[src/rtl/lrx_pkg.sv]
// Shared constants and types for the link-side receive framer.
// Assumes a 2-bit control bus whose code 2'b10 means receive and 2'b00 idle.
package lrx_pkg;
    localparam int CTL_W = 2;
    localparam logic [CTL_W-1:0] CTL_IDLE = 2'b00;
    localparam logic [CTL_W-1:0] CTL_RECV = 2'b10;

    typedef enum logic [1:0] {
        ST_WAIT = 2'd0,  // waiting for a receive
        ST_LEAD = 2'd1,  // receive seen, all-ones lead-in bytes
        ST_BODY = 2'd2   // speed code taken, payload bytes flowing
    } lrx_state_e;
endpackage

[src/rtl/lrx_ctl_decode.sv]
// Decodes the PHY control bus into idle, receive and other classes.
// Assumes the bus is already synchronous to clk.
module lrx_ctl_decode
    import lrx_pkg::*;
(
    input  logic [CTL_W-1:0] ctl,
    output logic             is_idle,
    output logic             is_recv,
    output logic             is_other
);
    // Classify the current control code.
    always_comb begin
        is_idle  = (ctl == CTL_IDLE);
        is_recv  = (ctl == CTL_RECV);
        is_other = !is_idle && !is_recv;
    end
endmodule

[src/rtl/lrx_seq.sv]
// Receive sequencer: tracks lead-in, speed code and payload phases.
// Issues take/flush/abort commands to the output stage and registers
// the speed strobe and the error pulses. Assumes the output stage
// reports through hold_v whether a payload byte is being held.
module lrx_seq
    import lrx_pkg::*;
#(
    parameter int DATA_W = 8,
    parameter int SPD_CHK_W = 2
) (
    input  logic              clk,
    input  logic              rst_n,
    input  logic              bp_mode,
    input  logic              is_idle,
    input  logic              is_recv,
    input  logic              is_other,
    input  logic [DATA_W-1:0] dat,
    input  logic              hold_v,
    output logic              take,
    output logic              flush,
    output logic              abort,
    output logic              spd_vld,
    output logic [DATA_W-1:0] spd_code,
    output logic              spd_err,
    output logic              empty_err,
    output logic              proto_err
);
    localparam logic [DATA_W-1:0] LEAD_BYTE = '1;

    lrx_state_e state, nxt;
    logic       spd_cap, empty_hit, proto_hit, lead;

    // Next-state and command decode for the current sample.
    always_comb begin
        nxt       = state;
        take      = 1'b0;
        flush     = 1'b0;
        abort     = 1'b0;
        spd_cap   = 1'b0;
        empty_hit = 1'b0;
        proto_hit = 1'b0;
        lead      = (dat == LEAD_BYTE);
        unique case (state)
            ST_WAIT: begin
                if (is_recv) begin
                    if (lead) nxt = ST_LEAD;
                    else begin spd_cap = 1'b1; nxt = ST_BODY; end
                end
            end
            ST_LEAD: begin
                if (is_recv) begin
                    if (!lead) begin spd_cap = 1'b1; nxt = ST_BODY; end
                end else begin
                    proto_hit = 1'b1;
                    nxt       = ST_WAIT;
                end
            end
            ST_BODY: begin
                if (is_recv) begin
                    take = 1'b1;
                end else if (is_idle) begin
                    if (hold_v) flush = 1'b1;
                    else empty_hit = 1'b1;
                    nxt = ST_WAIT;
                end else if (is_other) begin
                    abort     = 1'b1;
                    proto_hit = 1'b1;
                    nxt       = ST_WAIT;
                end
            end
            default: nxt = ST_WAIT;
        endcase
    end

    // State register and registered strobes.
    always_ff @(posedge clk) begin
        if (!rst_n) begin
            state     <= ST_WAIT;
            spd_vld   <= 1'b0;
            spd_code  <= '0;
            spd_err   <= 1'b0;
            empty_err <= 1'b0;
            proto_err <= 1'b0;
        end else begin
            state     <= nxt;
            spd_vld   <= spd_cap;
            if (spd_cap) spd_code <= dat;
            spd_err   <= spd_cap && bp_mode && (|dat[DATA_W-1 -: SPD_CHK_W]);
            empty_err <= empty_hit;
            proto_err <= proto_hit;
        end
    end

    AST_SPD_ERR_STROBED: assert property (@(posedge clk) disable iff (!rst_n)
        spd_err |-> spd_vld);
    AST_SPD_ENTERS_BODY: assert property (@(posedge clk) disable iff (!rst_n)
        spd_vld |-> state == ST_BODY);
    AST_PROTO_RETURNS_WAIT: assert property (@(posedge clk) disable iff (!rst_n)
        proto_err |-> state == ST_WAIT);
    AST_EMPTY_SINGLE: assert property (@(posedge clk) disable iff (!rst_n)
        empty_err |=> !empty_err);
endmodule

[src/rtl/lrx_out_stage.sv]
// Payload output stage: holds one byte so the end of packet can be
// attached to it, then registers it out with first/last markers.
// Assumes take, flush and abort are mutually exclusive.
module lrx_out_stage #(
    parameter int DATA_W = 8
) (
    input  logic              clk,
    input  logic              rst_n,
    input  logic              take,
    input  logic              flush,
    input  logic              abort,
    input  logic [DATA_W-1:0] dat,
    output logic              hold_v,
    output logic              pay_vld,
    output logic [DATA_W-1:0] pay_data,
    output logic              pay_first,
    output logic              pay_last
);
    logic [DATA_W-1:0] hold_d;
    logic              hold_f;

    // Hold register update and registered payload emission.
    always_ff @(posedge clk) begin
        if (!rst_n) begin
            hold_v    <= 1'b0;
            hold_d    <= '0;
            hold_f    <= 1'b0;
            pay_vld   <= 1'b0;
            pay_data  <= '0;
            pay_first <= 1'b0;
            pay_last  <= 1'b0;
        end else begin
            pay_vld   <= 1'b0;
            pay_first <= 1'b0;
            pay_last  <= 1'b0;
            if (take) begin
                if (hold_v) begin
                    pay_vld   <= 1'b1;
                    pay_data  <= hold_d;
                    pay_first <= hold_f;
                end
                hold_d <= dat;
                hold_f <= !hold_v;
                hold_v <= 1'b1;
            end else if (flush) begin
                if (hold_v) begin
                    pay_vld   <= 1'b1;
                    pay_data  <= hold_d;
                    pay_first <= hold_f;
                    pay_last  <= 1'b1;
                end
                hold_v <= 1'b0;
            end else if (abort) begin
                hold_v <= 1'b0;
            end
        end
    end

    AST_LAST_HAS_VALID: assert property (@(posedge clk) disable iff (!rst_n)
        pay_last |-> pay_vld);
    AST_FIRST_HAS_VALID: assert property (@(posedge clk) disable iff (!rst_n)
        pay_first |-> pay_vld);
    AST_LAST_EMPTIES_HOLD: assert property (@(posedge clk) disable iff (!rst_n)
        pay_last |-> !hold_v);
endmodule

[src/rtl/lrx_frame_top.sv]
// Top of the link-side receive framer: control decode, sequencer and
// payload output stage. Assumes PHY inputs are synchronous to clk.
module lrx_frame_top
    import lrx_pkg::*;
#(
    parameter int DATA_W = 8
) (
    input  logic              clk,
    input  logic              rst_n,
    input  logic              bp_mode,
    input  logic [CTL_W-1:0]  phy_ctl,
    input  logic [DATA_W-1:0] phy_dat,
    output logic              spd_vld,
    output logic [DATA_W-1:0] spd_code,
    output logic              spd_err,
    output logic              pay_vld,
    output logic [DATA_W-1:0] pay_data,
    output logic              pay_first,
    output logic              pay_last,
    output logic              empty_err,
    output logic              proto_err
);
    logic is_idle, is_recv, is_other;
    logic take, flush, abort, hold_v;

    lrx_ctl_decode u_dec (
        .ctl      (phy_ctl),
        .is_idle  (is_idle),
        .is_recv  (is_recv),
        .is_other (is_other)
    );

    lrx_seq #(.DATA_W(DATA_W)) u_seq (
        .clk       (clk),
        .rst_n     (rst_n),
        .bp_mode   (bp_mode),
        .is_idle   (is_idle),
        .is_recv   (is_recv),
        .is_other  (is_other),
        .dat       (phy_dat),
        .hold_v    (hold_v),
        .take      (take),
        .flush     (flush),
        .abort     (abort),
        .spd_vld   (spd_vld),
        .spd_code  (spd_code),
        .spd_err   (spd_err),
        .empty_err (empty_err),
        .proto_err (proto_err)
    );

    lrx_out_stage #(.DATA_W(DATA_W)) u_out (
        .clk       (clk),
        .rst_n     (rst_n),
        .take      (take),
        .flush     (flush),
        .abort     (abort),
        .dat       (phy_dat),
        .hold_v    (hold_v),
        .pay_vld   (pay_vld),
        .pay_data  (pay_data),
        .pay_first (pay_first),
        .pay_last  (pay_last)
    );

    AST_EMPTY_NO_PAYLOAD: assert property (@(posedge clk) disable iff (!rst_n)
        empty_err |-> !pay_vld);
    AST_SPD_NOT_PAYLOAD: assert property (@(posedge clk) disable iff (!rst_n)
        spd_vld |-> !pay_vld);
endmodule

[config.mk]
export PLATFORM = sky130hd
export DESIGN_NAME = lrx_frame_top
export DESIGN_NICKNAME = d
export VERILOG_FILES = /design/src/rtl/lrx_pkg.sv /design/src/rtl/lrx_ctl_decode.sv /design/src/rtl/lrx_seq.sv /design/src/rtl/lrx_out_stage.sv /design/src/rtl/lrx_frame_top.sv
export SDC_FILE = /design/constraint.sdc
export NUM_CORES = 1
export LEC_CHECK = 0
export BUFFER_PORTS_ARGS = -buffer_cell sky130_fd_sc_hd__buf_2
export CAP_MARGIN = 20
export CORE_MARGIN = 2
export CORE_UTILIZATION = 40
export DETAILED_ROUTE_END_ITERATION = 16
export MAX_ROUTING_LAYER = met4
export REMOVE_ABC_BUFFERS = 1
export SETUP_SLACK_MARGIN = 0.5
export SYNTH_ARGS = -nofsm -noshare
export SYNTH_HDL_FRONTEND = slang
export SYNTH_SLANG_ARGS = --single-unit
[constraint.sdc]
create_clock -name clk -period 3.7 [get_ports clk]
set_clock_uncertainty 0.2 [all_clocks]
set_input_delay 0.74 -clock clk [delete_from_list [all_inputs] [get_ports clk]]
set_output_delay 0.74 -clock clk [all_outputs]
set_load 0.02 [all_outputs]
==> metrics.txt <==
WP data arrival=1.97 ns; final cell count without fillers=222; # rows=21; peak fanout along the critical path=11; worst reg2reg path startpoint=u_seq.state[0]$_SDFFE_PN0P_; fmax=0.515 GHz; H-tree depth=2; Hold Vio Cnt, Final=0; cell leakage power=0.862 nW; setup TNS=0 ns; Hold Buf Count CTS=0; worst-margin pin slew=0.652 ns; # nets final=~190; setup bufs post-CTS=0; Vias=1062; sequential-to-total area share from yosys stat=between 50% and 60%; Total Power=~0.00065 W; pwr/cell area=403 nW/um^2; Placed Instances=about 210; clk buf depth=2; Setup CP Type=reg -> reg; max_cap viols=0; first-pass GRT wire length=4520 um; RD Place Congestion=between 0.7 and 0.8; Worst Reg-to-Reg Cells=5; wire length per cell=between 10 and 15 um; Crit path largest cell delay=0.53 ns; Die Span Y=62.4 um; Slew Viols, Final=0; GRT overflow=0; vias per cell=4.78; flops & latches, synth=35; CTS tree=done; Synth warnings=0; Detail Route Antenna Nets=0; clk sinks=35; min Tclk post-route=1.94 ns; Worst slew margin=~56%; cell area after synthesis=around 1400 sq um; area fraction of the dominant cell type after synthesis=51.4%; DRC=0; drt pass-1 iters=4; vias in the first global route=1026; final setup violation count=0; post-DP HPWL=1870 um; I/O Pins=36; synth-to-layout area growth=18.6%; reg2reg setup slack=1.76 ns; largest net degree at the start of global routing=26; Tcrit/Tclk final=52.5%; Avg Inst Size Synth=9.81 sq um; layout cell share with drive strength beyond 1=25.6%; Worst Hold Depth=2; Yosys cell types=29; Resize count post-CTS=0; dominant cell type by area after synthesis=dfxtp_1; Filler Cell Count=roughly 330; Clock Pin Slew Worst Setup and Hold Paths=0.10 ns; VDD IR max=~220 uV; HP Class=reg -> reg; Cell Chain, Critical Path=inv_1 > ha_1 > nand3b_1 > a21boi_0 > o22ai_1; CTS Buf Count=5; Critical-path top delay cell=nand3b_1; antenna cells=0; Syn Inst Count=139; I/O Buffers=35; Final Routed Wirelength=2640 um; global-route usage over all layers=between 10% and 20%; RSZ-0062 raised after global routing=no; Area contributors post-synth=dfxtp_1, mux2i_1, nor2_1; root buf cell=clkbuf_4; WHS Endpoint=u_seq.spd_code[4]$_SDFFE_PN0P_; Worst-Skew Late Latency=0.33 ns; Initial Util=between 40% and 50%; Chip Width=62.4 um; Crit Reg-Reg Endpoint=u_seq.state[0]$_SDFFE_PN0P_; critical path endpoint category=flip-flop; initial antenna violation count=0; outcome=complete, no violations; die footprint=3890 sq um; CP startpoint kind=flip-flop; CP required=3.73 ns; Iter 0 DRT Violations=34; hold path start=u_seq.spd_code[4]$_SDFFE_PN0P_; Core Region=3310 sq um
[critical path: cells and delay by family, from the launching register on]
kind,cells,cell delay (ns)
buffers and inverters,1,0.08
adders and majority gates,1,0.28
AOI/OAI and AO/OA,2,0.36
and+or+nand+nor,1,0.53
DFF,1,0.39
[flip-flops by register name, summed over array words and instances (netlist names), 2 cells and up]
register / count
u_out.pay_data: 8
u_out.hold_d: 8
u_seq.spd_code: 8
u_seq.state: 2
[routing by layer]
layer	vias up	wire length [um]	track usage (%)
met3	6	190	5.59
met4	0	49	6.94
met1	488	1190	17.4
li1	535	-	-
met2	33	1210	23.5
met5	-	0	-
[area by class of cell]
class	count	area (sq um)	share of cell area, %
sequential	35	701	43.3
multi-input combinational	91	601	37.1
timing repair buffer	36	183	11.3
tap	46	57.6	3.56
clock buffer	6	41.3	2.55
inverter	6	22.5	1.39
clock inverter	2	12.5	0.773
[kinds of logic after synthesis]
family | after synthesis | synth area share (%)
flops | 35 | 51.4
mux | 25 | 18.3
buf+inv | 13 | 4.59
fa+ha+maj | 3 | 2.75
compound gates | 11 | 5.41
simple gates | 52 | 17.5
[layout by cell type, fill, tap and decap left out]
master / count
a21boi_0: 1
a21oi_1: 2
a221oi_1: 1
a22oi_1: 1
and2_1: 1
and2b_1: 1
buf_2: 35
buf_4: 1
clkbuf_1: 1
clkbuf_4: 5
clkinv_2: 1
clkinvlp_4: 1
dfxtp_1: 35
ha_1: 3
inv_1: 5
inv_2: 1
mux2i_1: 25
nand2_1: 19
nand2b_4: 1
nand3b_1: 2
nand4_1: 2
nor2_1: 21
nor3_1: 2
nor3b_1: 1
nor4b_1: 1
o211ai_1: 1
o21ai_0: 2
o221ai_1: 1
o22ai_1: 1
o31ai_1: 1
or4_1: 1
[metrics by stage]
stage / hold slack (ns) / utilization (%) / setup slack, ns / instance area (sq um)
floorplan: 0.230 / - / 1.55 / 1320
global placement: 0.241 / 47.2 / 1.52 / 1560
detailed placement: 0.253 / 47.2 / 1.48 / 1560
CTS: 0.267 / 48.9 / 1.75 / 1620
global route: 0.290 / 48.9 / 1.58 / 1620
finish: 0.264 / 48.9 / 1.76 / 1620
[Yosys cell counts]
| cell type | n |
|---|---|
| dfxtp_1 | 35 |
| mux2i_1 | 25 |
| nor2_1 | 21 |
| nand2_1 | 19 |
| inv_1 | 5 |
| clkbuf_1 | 3 |
| ha_1 | 3 |
| a21oi_1 | 2 |
| buf_2 | 2 |
| nand3b_1 | 2 |
| nand4_1 | 2 |
| nor3_1 | 2 |
| o21ai_0 | 2 |
| a21boi_0 | 1 |
| a221oi_1 | 1 |
| a22oi_1 | 1 |
| and2_1 | 1 |
| and2b_1 | 1 |
| buf_4 | 1 |
| buf_6 | 1 |
| inv_2 | 1 |
| nand2b_4 | 1 |
| nor3b_1 | 1 |
| nor4b_1 | 1 |
| o211ai_1 | 1 |
| o221ai_1 | 1 |
| o22ai_1 | 1 |
| o31ai_1 | 1 |
| or4_1 | 1 |
[power breakdown]
part / internal [W] / total, W / switching (W)
Clock: 0.0000733 / 0.000201 / 0.000128
Sequential: 0.000385 / 0.000389 / 0.00000431
Combinational: 0.0000239 / 0.0000611 / 0.0000372
Total: 0.000482 / 0.000651 / 0.000169
[how the worst max path moves through the flow]
stage / from / to / slack, ns / cells past startpoint
floorplan: phy_dat[6] / u_seq.spd_code[0]$_SDFFE_PN0P_ / 1.55 / 3
global placement: rst_n / u_seq.state[0]$_SDFFE_PN0P_ / 1.52 / 4
detailed placement: rst_n / u_seq.state[0]$_SDFFE_PN0P_ / 1.48 / 4
CTS: u_seq.state[0]$_SDFFE_PN0P_ / u_seq.state[0]$_SDFFE_PN0P_ / 1.75 / 5
global route: u_seq.state[0]$_SDFFE_PN0P_ / u_seq.state[0]$_SDFFE_PN0P_ / 1.58 / 5
finish: u_seq.state[0]$_SDFFE_PN0P_ / u_seq.state[0]$_SDFFE_PN0P_ / 1.76 / 5
Note: power is estimated with default switching activity, not from simulation.
